File: src/rtl/lcomp_osc_pkg.sv
package lcomp_osc_pkg;

   localparam int CODE_W   = 8;
   localparam int CODE_TOP = (1 << CODE_W) - 1;

   typedef logic [CODE_W-1:0] load_code_t;

   // Saturating conversion of a signed sum to a code value.
   function automatic load_code_t sat_code(input int signed v);
      if (v < 0)
         return '0;
      else if (v > CODE_TOP)
         return load_code_t'(CODE_TOP);
      else
         return load_code_t'(v);
   endfunction

endpackage

File: src/rtl/lcomp_dither_tri.sv
module lcomp_dither_tri #(
   parameter int AMP    = 12,
   parameter int STEP   = 1,
   parameter bit EN     = 1'b1,
   localparam int TRI_W = $clog2(2*AMP+1)
) (
   input  logic             clk,
   input  logic             rst_n,
   output logic [TRI_W-1:0] tri_o
);

   generate
      if (EN) begin : g_tri
         localparam int SW = (STEP > 1) ? $clog2(STEP) : 1;
         localparam logic [TRI_W-1:0] PEAK = TRI_W'(2*AMP);

         logic [SW-1:0]    step_q;
         logic [TRI_W-1:0] pos_q;
         logic             up_q;
         logic             tick;

         assign tick = (step_q == SW'(STEP-1));

         always_ff @(posedge clk or negedge rst_n) begin
            if (!rst_n) begin
               step_q <= '0;
               pos_q  <= '0;
               up_q   <= 1'b1;
            end else if (tick) begin
               step_q <= '0;
               if (up_q) begin
                  pos_q <= pos_q + 1'b1;
                  if (pos_q + 1'b1 == PEAK) up_q <= 1'b0;
               end else begin
                  pos_q <= pos_q - 1'b1;
                  if (pos_q - 1'b1 == '0) up_q <= 1'b1;
               end
            end else begin
               step_q <= step_q + 1'b1;
            end
         end

         assign tri_o = pos_q;
      end else begin : g_flat
         // Midpoint value cancels the offset, so there is no dither.
         assign tri_o = TRI_W'(AMP);
      end
   endgenerate

endmodule

File: src/rtl/lcomp_code_sel.sv
module lcomp_code_sel
   import lcomp_osc_pkg::*;
#(
   parameter int AMP    = 12,
   localparam int TRI_W = $clog2(2*AMP+1)
) (
   input  load_code_t       load_i,
   input  logic [TRI_W-1:0] tri_i,
   input  logic             force_min_i,
   output load_code_t       code_o
);

   int signed sum;

   always_comb begin
      sum = int'({1'b0, load_i}) + int'({1'b0, tri_i}) - AMP;
      if (force_min_i)
         code_o = load_code_t'(CODE_TOP);
      else
         code_o = sat_code(sum);
   end

endmodule

File: src/rtl/lcomp_period_map.sv
module lcomp_period_map
   import lcomp_osc_pkg::*;
#(
   parameter int HALF_MIN = 357,
   parameter int HALF_MAX = 735,
   parameter int HW       = 11
) (
   input  load_code_t    code_i,
   output logic [HW-1:0] half_o
);

   localparam int SPAN = HALF_MAX - HALF_MIN;
   localparam int PW   = HW + CODE_W + 1;

   logic [CODE_W:0] wgt;
   logic [PW-1:0]   prod;

   // The weight runs 0..256, so the top code lands exactly on HALF_MAX.
   assign wgt    = {1'b0, code_i} + {{CODE_W{1'b0}}, code_i[CODE_W-1]};
   assign prod   = PW'(SPAN) * PW'(wgt);
   assign half_o = HW'(HALF_MIN) + HW'(prod >> CODE_W);

endmodule

File: src/rtl/lcomp_hb_timer.sv
module lcomp_hb_timer #(
   parameter int DEAD = 16,
   parameter int HW   = 11
) (
   input  logic          clk,
   input  logic          rst_n,
   input  logic          run_en,
   input  logic [HW-1:0] half_next,
   output logic          hs_o,
   output logic          ls_o
);

   localparam logic [HW-1:0] DEAD_V = HW'(DEAD);

   logic          running_q;
   logic [HW-1:0] cnt_q;
   logic [HW-1:0] half_q;
   logic [HW:0]   last_pos;
   logic          at_end;

   assign last_pos = {half_q, 1'b0} - 1'b1;
   assign at_end   = ({1'b0, cnt_q} == last_pos);

   always_ff @(posedge clk or negedge rst_n) begin
      if (!rst_n) begin
         running_q <= 1'b0;
         cnt_q     <= '0;
         half_q    <= '0;
      end else if (!run_en) begin
         running_q <= 1'b0;
         cnt_q     <= '0;
      end else if (!running_q || at_end) begin
         running_q <= 1'b1;
         cnt_q     <= '0;
         half_q    <= half_next;
      end else begin
         cnt_q     <= cnt_q + 1'b1;
      end
   end

   always_comb begin
      hs_o = run_en && running_q && (cnt_q >= DEAD_V) && (cnt_q < half_q);
      ls_o = run_en && running_q && ({1'b0, cnt_q} >= {1'b0, half_q} + {1'b0, DEAD_V});
   end

endmodule

File: src/rtl/lcomp_hb_osc.sv
module lcomp_hb_osc
   import lcomp_osc_pkg::*;
#(
   parameter int CLK_HZ     = 50_000_000,
   parameter int F_HI_HZ    = 70_000,
   parameter int F_LO_HZ    = 34_000,
   parameter int LINE_HZ    = 50,
   parameter int DITHER_AMP = 12,
   parameter bit DITHER_EN  = 1'b1,
   parameter int DEAD_CLKS  = 16
) (
   input  logic       clk,
   input  logic       rst_n,
   input  logic [7:0] load_code,
   input  logic       run_en,
   input  logic       force_min,
   output logic       hs_drv,
   output logic       ls_drv
);

   localparam int HALF_MIN = CLK_HZ / (2*F_HI_HZ);
   localparam int HALF_MAX = CLK_HZ / (2*F_LO_HZ);
   localparam int HW       = $clog2(2*HALF_MAX+1);
   localparam int AMP_SAFE = (DITHER_AMP < 1) ? 1 : DITHER_AMP;
   localparam int STEP_RAW = CLK_HZ / (8*LINE_HZ*AMP_SAFE);
   localparam int STEP     = (STEP_RAW < 1) ? 1 : STEP_RAW;
   localparam int TRI_W    = $clog2(2*DITHER_AMP+1);

   generate
      if (F_HI_HZ <= F_LO_HZ) begin : g_bad_freq
         $error("F_HI_HZ must exceed F_LO_HZ");
      end
      if (DEAD_CLKS < 1 || DEAD_CLKS >= HALF_MIN) begin : g_bad_dead
         $error("DEAD_CLKS must lie in 1..HALF_MIN-1");
      end
      if (DITHER_AMP < 1 || DITHER_AMP > 64) begin : g_bad_amp
         $error("DITHER_AMP must lie in 1..64");
      end
      if (LINE_HZ < 1) begin : g_bad_line
         $error("LINE_HZ must be positive");
      end
   endgenerate

   logic [TRI_W-1:0] tri_val;
   load_code_t       eff_code;
   logic [HW-1:0]    half_next;

   lcomp_dither_tri #(
      .AMP  (DITHER_AMP),
      .STEP (STEP),
      .EN   (DITHER_EN)
   ) u_tri (
      .clk   (clk),
      .rst_n (rst_n),
      .tri_o (tri_val)
   );

   lcomp_code_sel #(
      .AMP (DITHER_AMP)
   ) u_sel (
      .load_i      (load_code),
      .tri_i       (tri_val),
      .force_min_i (force_min),
      .code_o      (eff_code)
   );

   lcomp_period_map #(
      .HALF_MIN (HALF_MIN),
      .HALF_MAX (HALF_MAX),
      .HW       (HW)
   ) u_map (
      .code_i (eff_code),
      .half_o (half_next)
   );

   lcomp_hb_timer #(
      .DEAD (DEAD_CLKS),
      .HW   (HW)
   ) u_tmr (
      .clk       (clk),
      .rst_n     (rst_n),
      .run_en    (run_en),
      .half_next (half_next),
      .hs_o      (hs_drv),
      .ls_o      (ls_drv)
   );

endmodule

File: config.mk
export PLATFORM = sky130hd
export DESIGN_NAME = lcomp_hb_osc
export DESIGN_NICKNAME = d
export VERILOG_FILES = /design/src/rtl/lcomp_osc_pkg.sv /design/src/rtl/lcomp_dither_tri.sv /design/src/rtl/lcomp_code_sel.sv /design/src/rtl/lcomp_period_map.sv /design/src/rtl/lcomp_hb_timer.sv /design/src/rtl/lcomp_hb_osc.sv
export SDC_FILE = /design/constraint.sdc
export NUM_CORES = 1
export LEC_CHECK = 0
export ABC_AREA = 0
export BUFFER_PORTS_ARGS = -buffer_cell sky130_fd_sc_hd__buf_2
export CAP_MARGIN = 10
export CORE_ASPECT_RATIO = 0.6
export CORE_MARGIN = 8
export CORE_UTILIZATION = 40
export CTS_CLUSTER_SIZE = 10
export DETAILED_ROUTE_END_ITERATION = 10
export GPL_ROUTABILITY_DRIVEN = 0
export HOLD_SLACK_MARGIN = 0.06
export PLACE_DENSITY = 0.63
export SYNTH_ARGS = -nofsm -noshare
export SYNTH_HDL_FRONTEND = slang
export SYNTH_SLANG_ARGS = --single-unit
File: constraint.sdc
create_clock -name clk -period 14.4 [get_ports clk]
set_input_delay 2.88 -clock clk [delete_from_list [all_inputs] [get_ports clk]]
set_output_delay 2.88 -clock clk [all_outputs]
set_load 0.005 [all_outputs]
Yosys cells after proc, flatten, opt, wreduce, memory -nomap -nowiden
Index checks and enable logic that the tools add are counted.

word-level totals
  bits in registers = 43
  logic and storage cells = 46

cells by class
  reductions and logical operators = 8
  multiplexer cells = 12
  equal/unequal tests = 4
  $mul = 1
  magnitude comparators = 5
  add/subtract/negate cells = 10

operator list
  cell                     number
  $gt A32 B9 Y1 const B    1
  $lt A32 B1 Y1 const B    1
  $sub A32 B5 Y32 const B  1
  $mux W8                  3
  $mux W11                 2
  $mul A8 B9 Y17 const A   1
  $add A14 B1 Y14 const B  1
  $eq A14 B14 Y1 const B   1
  $mux W14                 1
  $add A11 B5 Y12 const B  1
  $eq A11 B12 Y1           1
  $ge A11 B12 Y1           1
  $sub A12 B1 Y12 const B  1
  $add A11 B1 Y11 const B  1
  $add A9 B10 Y11 const A  1
  $ge A11 B5 Y1 const B    1
  $lt A11 B11 Y1           1
  $add A8 B1 Y9            1
  $add A8 B5 Y9            1
  $add A5 B1 Y5 const B    1
  $eq A5 B5 Y1 const B     1
  $logic_not A5 Y1         1
  $mux W1                  5
  $mux W5                  1
  other kinds (6)          9

Logic depth before layout (Yosys ltp)
Gate-level depths: netlist of the first run.

  depth after elaboration = 9
  gate-level depth with buffers = 40
  gate-level depth less buffers = 39

Cells and area by module
Synthesis of the first run repeated with hierarchy kept, for this count alone.

second synthesis, totals
  cells, all modules = 594
  area, all modules = 5492.8 sq um

by module, submodules not included
  module            seq. area each (sq um)  times used  cells an instance  area each (sq um)
  lcomp_period_map  0.0                     1           212                1918.1
  lcomp_hb_timer    575.6                   1           194                1888.1
  lcomp_dither_tri  501.7                   1           105                1091.0
  lcomp_code_sel    0.0                     1           83                 595.6

Worst setup path after synthesis of the first run
OpenSTA, ideal clock, no wires.

  path type = input to register
  from = in load_code[0]
  to = reg u_tmr.half_q[8]
  path buffers = 1
  arrival time = 10.755 ns
  stages = 38
  slack = 3.511 ns
  data required time = 14.267 ns
  cells stage by stage = ha_1 -> fa_1 -> a211oi_2 -> o211ai_1 -> a21boi_4 -> nor2_1 -> nor3_1 -> ha_1 -> o211ai_4 -> nand2_1 -> a21boi_0 -> inv_1 -> ha_1 -> ha_1 -> clkbuf_1 -> xor2_1 -> xor2_1 -> ha_1 -> (+2 left out) -> fa_1 -> inv_1 -> fa_1 -> ha_1 -> and4_1 -> nand3b_1 -> and2b_1 -> a2bb2oi_2 -> nand3_1 -> a21oi_1 -> xnor2_1 -> ha_1 -> o32ai_1 -> a2111oi_4 -> nand2_2 -> a31oi_2 -> xor2_1 -> o21ai_1

between the ends
  longest elaborated chain between the ends = 9

ends and longest elaborated chain
  element               line                    RTL
  start, declared       lcomp_hb_osc.sv:14      input logic [7:0] load_code,
  $add A8 B5 Y9 *       lcomp_code_sel.sv:16    sum = int'({1'b0, load_i}) + int'({1'b0, tri_i}) - AMP;
  $sub A32 B5 Y32 *     lcomp_code_sel.sv:16
  $gt A32 B9 Y1         lcomp_osc_pkg.sv:12     else if (v > CODE_TOP)
  $mux W8               lcomp_osc_pkg.sv:12
  $mux W8 *             lcomp_osc_pkg.sv:10     if (v < 0)
  $mux W8 *             lcomp_code_sel.sv:17    if (force_min_i)
  $add A8 B1 Y9 *       lcomp_period_map.sv:19  assign wgt = {1'b0, code_i} + {{CODE_W{1'b0}}, code_i[CODE_W-1]};
  $mul A8 B9 Y17 *      lcomp_period_map.sv:20  assign prod = PW'(SPAN) * PW'(wgt);
  $add A9 B10 Y11 *     lcomp_period_map.sv:21  assign half_o = HW'(HALF_MIN) + HW'(prod >> CODE_W);
  end signal, assigned  lcomp_hb_timer.sv:35    half_q <= half_next;
  end, declared         lcomp_hb_timer.sv:17    logic [HW-1:0] half_q;

Every way passes the cells marked *; elsewhere a longest branch is shown, timed or not.
A chain may end at the register's enable or synchronous reset.

Final worst setup path of the first run
Ends and elaborated chain as after synthesis.

==> results of run 1 <==
[critical path: cells and delay by family]
| family | cells | cell delay (ns) |
|---|---|---|
| fa+ha+maj | 11 | 3.53 |
| compound gates | 9 | 2.10 |
| simple gates | 10 | 1.78 |
| xor+xnor | 4 | 1.04 |
| buf+inv | 4 | 0.32 |
[state kept, by name, summed over array words and instances, names as in the netlist]
name,cells
u_tri.g_tri.step_q,14
u_tmr.cnt_q,11
u_tmr.half_q,11
u_tri.tri_o,5
u_tmr.running_q,1
u_tri.g_tri.up_q,1
[layout by cell type, fill, tap and decap left out, types with 22 or more instances in the layout]
cell	netlist	routed
nor2_1	33	33
xnor2_1	45	45
dfrtp_1	42	42
inv_1	56	56
ha_1	81	81
fa_1	22	22
nand2_1	45	45
nand3_1	23	23
xor2_1	34	34
[worst min-delay path by stage]
| stage | startpoint | end | slack [ns] | depth (start not counted) |
|---|---|---|---|---|
| finish | u_tri.g_tri.step_q[0] | u_tri.g_tri.step_q[0] | 0.46 | 1 |
| global route | u_tri.g_tri.step_q[0] | u_tri.g_tri.step_q[0] | 0.48 | 1 |
| CTS | u_tri.g_tri.step_q[0] | u_tri.g_tri.step_q[0] | 0.46 | 1 |
| detailed placement | u_tri.g_tri.step_q[0] | u_tri.g_tri.step_q[0] | 0.44 | 1 |
| global placement | u_tri.g_tri.step_q[0] | u_tri.g_tri.step_q[0] | 0.44 | 1 |
| floorplan | u_tri.g_tri.step_q[0] | u_tri.g_tri.step_q[0] | 0.42 | 1 |
[through the flow]
stage / hold WS (ns) / std cells / worst slack [ns] / instance area (sq um) / utilization
after floorplan: 0.424 / 587 / 3.51 / 5330 / -
after global placement: 0.439 / 756 / 3.01 / 5560 / 0.430
after detailed placement: 0.443 / 756 / 2.63 / 5560 / 0.430
after CTS: 0.464 / 764 / 2.93 / 5710 / 0.441
after global routing: 0.480 / 764 / 2.12 / 5710 / 0.441
final: 0.458 / 764 / 2.88 / 5710 / 0.441
[logic make-up (layout without fill, tap and decap cells)]
family | count (synthesis) | count (layout)
simple gates | 182 | 182
fa+ha+maj | 104 | 104
compound gates | 101 | 101
xor+xnor | 81 | 81
buf+inv | 72 | 79
flops | 43 | 43
mux | 4 | 4
[cell type report]
cell class / count / area [sq um] / area share
flip-flops and latches: 43 / 1080 / 0.189
clock inverters: 3 / 23.8 / 0.00416
inverters: 57 / 214 / 0.0375
repair buffers: 14 / 72.6 / 0.0127
well taps: 170 / 213 / 0.0373
clock buffers: 5 / 125 / 0.0219
multi-input cells: 472 / 3980 / 0.698
[layer usage]
layer,vias up,global-route usage
li1,2042,-
met1,1955,0.205
met2,52,0.194
met3,10,0.0276
met4,0,0.0224
met5,-,0
==> impl_metrics.tcl, run 1 <==
set metrics [dict create \
    drc 0 \
    yosysMostFrequentCell "ha_1" \
    r2r_slack_ns 5.03 \
    h-tree-depth 2 \
    setup_tns_ns 0 \
    cp-startpoint "load_code[0]" \
    cts_tree "done" \
    cts_buffers 5 \
    ctsHoldBuffers 0 \
    ctsLongestPathBuffers 2 \
    die_area_sq_mm 0.0174 \
    vias 4059 \
    max_cap_violations 0 \
    yosysTopAreaCell "dfrtp_1" \
    syn-mean-instance-area_sq_um 9.09 \
    drv_slew 0 \
    syn_area_sq_mm 0.00533 \
    yosysWarnings 0 \
    relSlewSlack 0.356 \
    min_period_ns 11.52 \
    die_w_um 165 \
    clk_pin_slew_ns 0.07 \
    r2r-start "u_tri.tri_o[0]" \
    clk_latency_ns 0.29 \
    postCtsSetupBuffers 0 \
    synth_xor_area_frac 0.136 \
    area_growth_pct 7.01 \
    globalRouteTotalUtil 0.135 \
    wl_per_cell_um 14.6 \
    synth_compound_area_frac 0.151 \
    top_layer_used "met4" \
    synth_area_leaders "dfrtp_1 (20%), ha_1 (19%), fa_1 (8.3%), xnor2_1 (7.4%), xor2_1 (5.6%)" \
    synthSimpleGateAreaFrac 0.177 \
    die-height_um 105 \
    cts_resized 0 \
    tightest_slew_ns 0.967 \
    wl_met3_um 415 \
    clock_skew_ns 0.00525 \
    firstDrtPassIters 5 \
    drive_above_1_share 0.0993 \
    synth_fa_ha_area_frac 0.274 \
    num_rows 32 \
    post-dp-hpwl_um 9200 \
    ios 14 \
    fmax_mhz 86.8 \
    nets 708 \
    first_iter_violations 182 \
    ys_top_cells_by_count "ha_1 (81), inv_1 (56), nand2_1 (45), xnor2_1 (45), dfrtp_1 (42)" \
    synth_top_area_frac 0.197 \
    async_reset_ff_frac 1.00 \
    grt_pass1_vias 4144 \
    netlist_instances 587 \
    criticalPathCategory "input port to register" \
    setup_viol 0 \
    synth-seq-cells 43 \
    start_kind "input port" \
    fillers 1235 \
    slowest_stage "xor2_1" \
    core_area_sq_mm 0.0129 \
    cp_common_cell "ha_1" \
    synth-edff-count 0 \
    timing_hold_violations_final 0 \
    gr-total-overflow 0 \
    crit_fanout 10 \
    start_util 0.412 \
    synth_ff_type "dfrtp_1" \
    hold_path_class "register to register" \
    crit_arrival_ns 11.67 \
    syn-num-nets 702 \
    synth_top_family_by_area "adder cells" \
    status "finished, final reports clean" \
    rsz0062_at_grt "false" \
    r2r_cells 37 \
    worstSetupEndpointType "register" \
    cpPeakStageDelay_ns 0.58 \
    cts_sinks 43 \
    period_share 0.800 \
    m1WireLength_um 6100 \
    ant_nets 0 \
    antenna_cells 0 \
    crit_end "u_tmr.half_q[8]" \
    synth.distinct_cells 78 \
    required_ns 14.56 \
    synth.mux.area_fraction 0.00821 \
    cts-root-buf "clkbuf_16" \
    worstReg2RegEnd "u_tmr.half_q[8]" \
    antenna_found_initial 0 \
    vias_per_cell 5.31 \
    wl_met2_um 4540 \
    numPortBuffers 13 \
    grt_pass1_wl_um 19700 \
    finalWirelength_um 11100 \
    ys_seq_area_frac 0.202 \
    grt_max_degree 44 \
]
Power of run 1 is not shown: default switching activity piles up to over one toggle a cycle in this logic, so the estimate is an artifact.
==> run 2, diff against run 1 <==
--- a/config.mk
+++ b/config.mk
@@ -5,7 +5,7 @@
 export SDC_FILE = /design/constraint.sdc
 export NUM_CORES = 1
 export LEC_CHECK = 0
-export ABC_AREA = 0
+export ABC_AREA = 1
 export BUFFER_PORTS_ARGS = -buffer_cell sky130_fd_sc_hd__buf_2
 export CAP_MARGIN = 10
 export CORE_ASPECT_RATIO = 0.6
==> constraint.sdc (replaced) <==
create_clock -name clk -period 12 [get_ports clk]
set_input_delay 2.4 -clock clk [delete_from_list [all_inputs] [get_ports clk]]
set_output_delay 2.4 -clock clk [all_outputs]
set_load 0.005 [all_outputs]
==> run 2 against run 1 <==
Against the previous run:
- critical path depth is 1 higher
- worst hold slack gained 0.0019 ns
- utilization increased by 0.16 points
- design area increased by 6.4%
- register-to-register slack lost 1.1 ns
==> impl_metrics.tcl, run 2 <==
set metrics [dict create \
    multi_input_area_sq_mm 0.00402 \
    cts_resized 0 \
    setup_viol 0 \
    setup_tns_ns 0 \
    seqCellArea_sq_mm 0.00108 \
    post-place-ws_ns 1.92 \
    final_cell_mix "inv_1 (121), nand2_1 (119), ha_1 (81)" \
    ios 14 \
    ys_seq_area_frac 0.192 \
    min_from "u_tri.g_tri.step_q[0]" \
    r2r_cells 38 \
    clock_skew_ns 0.00571 \
    cpPeakStageDelay_ns 0.56 \
    syn_area_sq_mm 0.00562 \
    finalWirelength_um 11600 \
    gr-total-overflow 0 \
    cts_sinks 43 \
    yosysMostFrequentCell "inv_1" \
    grt_max_degree 44 \
    ant_nets 0 \
    max_cap_violations 0 \
    drc 0 \
    required_ns 12.17 \
    cts_buffers 5 \
    worstReg2RegEnd "u_tmr.half_q[9]" \
    r2r_slack_ns 3.91 \
    first_iter_violations 286 \
    die_w_um 169 \
    syn-mean-instance-area_sq_um 7.73 \
    placed_area_sq_mm 0.00590 \
    grt_pass1_vias 4267 \
    start_kind "input port" \
    worstSetupEndpointType "register" \
    largest_reg_flops 14 \
    period_share 0.818 \
    relSlewSlack 0.335 \
    synth_area_leaders "dfrtp_1 (19%), ha_1 (18%), inv_1 (8.1%), nand2_1 (7.9%), fa_1 (7.8%)" \
    synth-edff-count 0 \
    hold_depth 1 \
    num_rows 33 \
    h-tree-depth 2 \
    synth_top_area_frac 0.187 \
    clk_pin_slew_ns 0.07 \
    synth-seq-cells 43 \
    fin_area_sq_mm 0.00607 \
    postCtsSetupBuffers 0 \
    drv_slew 0 \
    antenna_cells 0 \
    fillers 1397 \
    hold_path_class "register to register" \
    tightest_slew_ns 0.997 \
    cts_tree "done" \
    min_period_ns 9.81 \
    ys_top_cells_by_count "inv_1 (121), nand2_1 (119), ha_1 (81)" \
    start_util 0.410 \
    netlist_instances 727 \
    slowest_stage "fa_1" \
    firstDrtPassIters 5 \
    core_area_sq_mm 0.0137 \
    layout_setup_ws_ns 2.19 \
    vias_per_cell 4.72 \
    wl_per_cell_um 12.4 \
    drive_above_1_share 0.133 \
    globalRouteTotalUtil 0.138 \
    vias 4405 \
    ctsHoldBuffers 0 \
    largest-register "u_tri.g_tri.step_q" \
    fmax_mhz 102 \
    status "finished, final reports clean" \
    cp_common_cell "inv_1" \
    async_reset_ff_frac 1.00 \
    synth.distinct_cells 55 \
    nets 856 \
    timing_hold_violations_final 0 \
    r2r-start "u_tri.tri_o[0]" \
    cts-root-buf "clkbuf_16" \
    die_area_sq_mm 0.0182 \
    post-route-util 0.443 \
    syn-num-nets 842 \
    rsz0062_at_grt "false" \
    grt_pass1_wl_um 20700 \
    ctsLongestPathBuffers 2 \
    crit_fanout 6 \
    holdPathEnd "u_tri.g_tri.step_q[0]" \
    crit_arrival_ns 9.99 \
    largest_registers "u_tri.g_tri.step_q: 14 flops, u_tmr.cnt_q: 11 flops, u_tmr.half_q: 11 flops" \
    criticalPathCategory "input port to register" \
    die-height_um 108 \
    synth_ff_type "dfrtp_1" \
    final_common_cell "inv_1" \
    antenna_found_initial 0 \
    clk_latency_ns 0.29 \
    yosysWarnings 0 \
    post-dp-hpwl_um 9670 \
    area_growth_pct 8.04 \
    yosysTopAreaCell "dfrtp_1" \
    numPortBuffers 13 \
]
==> run 2: cell count changes after synthesis, moves of 10 or more <==
cell     previous run  this run
a21oi_1            17        32
nor2_1             33        52
nand3_1            23        40
xnor2_1            45         8
nand2_4             0        10
nand2_1            45       119
nand2_2             1        23
inv_1              56       121
==> run 2: area by class of cell <==
cell class              instances  share of cell area
repair buffers                 13              0.0107
multi-input cells             547               0.662
clock inverters                 3             0.00783
clock buffers                   5              0.0206
well taps                     192              0.0396
flip-flops and latches         43               0.177
inverters                     131              0.0814
==> run 2: worst max-delay path by stage <==
| stage | slack (ns) | start | endpoint |
|---|---|---|---|
| 6_report | 2.19 | load_code[0] | u_tmr.half_q[9] |
| 5_1_grt | 1.60 | load_code[0] | u_tmr.half_q[9] |
| 4_1_cts | 2.23 | load_code[0] | u_tmr.half_q[9] |
| 3_5_place_dp | 1.92 | load_code[0] | u_tmr.half_q[9] |
| 3_3_place_gp | 2.18 | load_code[0] | u_tmr.half_q[9] |
| 2_1_floorplan | 2.70 | load_code[0] | u_tmr.half_q[9] |
==> run 2: kinds of logic (layout without fill, tap and decap cells) <==
logic type                 after synthesis  count (layout)  share of synthesized area
adders and majority gates              103             103                      0.259
AOI/OAI and AO/OA                       87              87                     0.0915
buffers and inverters                  137             152                     0.0926
xor gates and xnor gates                48              48                     0.0761
DFF                                     43              43                      0.192
and+or+nand+nor                        309             309                      0.289
==> run 2: routing by layer <==
metal	vias to the layer above	share of wire	global-route usage	wire length, um
li1	2385	-	-	-
met1	1942	0.62	0.231	7140
met2	70	0.33	0.172	3800
met3	8	0.049	0.0253	569
met4	0	0.0052	0.0207	60
met5	-	0	0	0
==> run 2: per-stage QoR <==
step	instances	hold WS, ns
final	934	0.460
after global routing	934	0.486
after CTS	934	0.460
after detailed placement	926	0.451
after global placement	926	0.452
after floorplan	727	0.433
==> run 2: critical path, delay by kind of cell <==
kind                       cells  cell delay (ns)
and+or+nand+nor               15             1.47
buffers and inverters          8             0.59
adders and majority gates     10             3.89
AOI/OAI and AO/OA              4             0.86
xor gates and xnor gates       2             0.78
Power of run 2 is left out for the same reason.
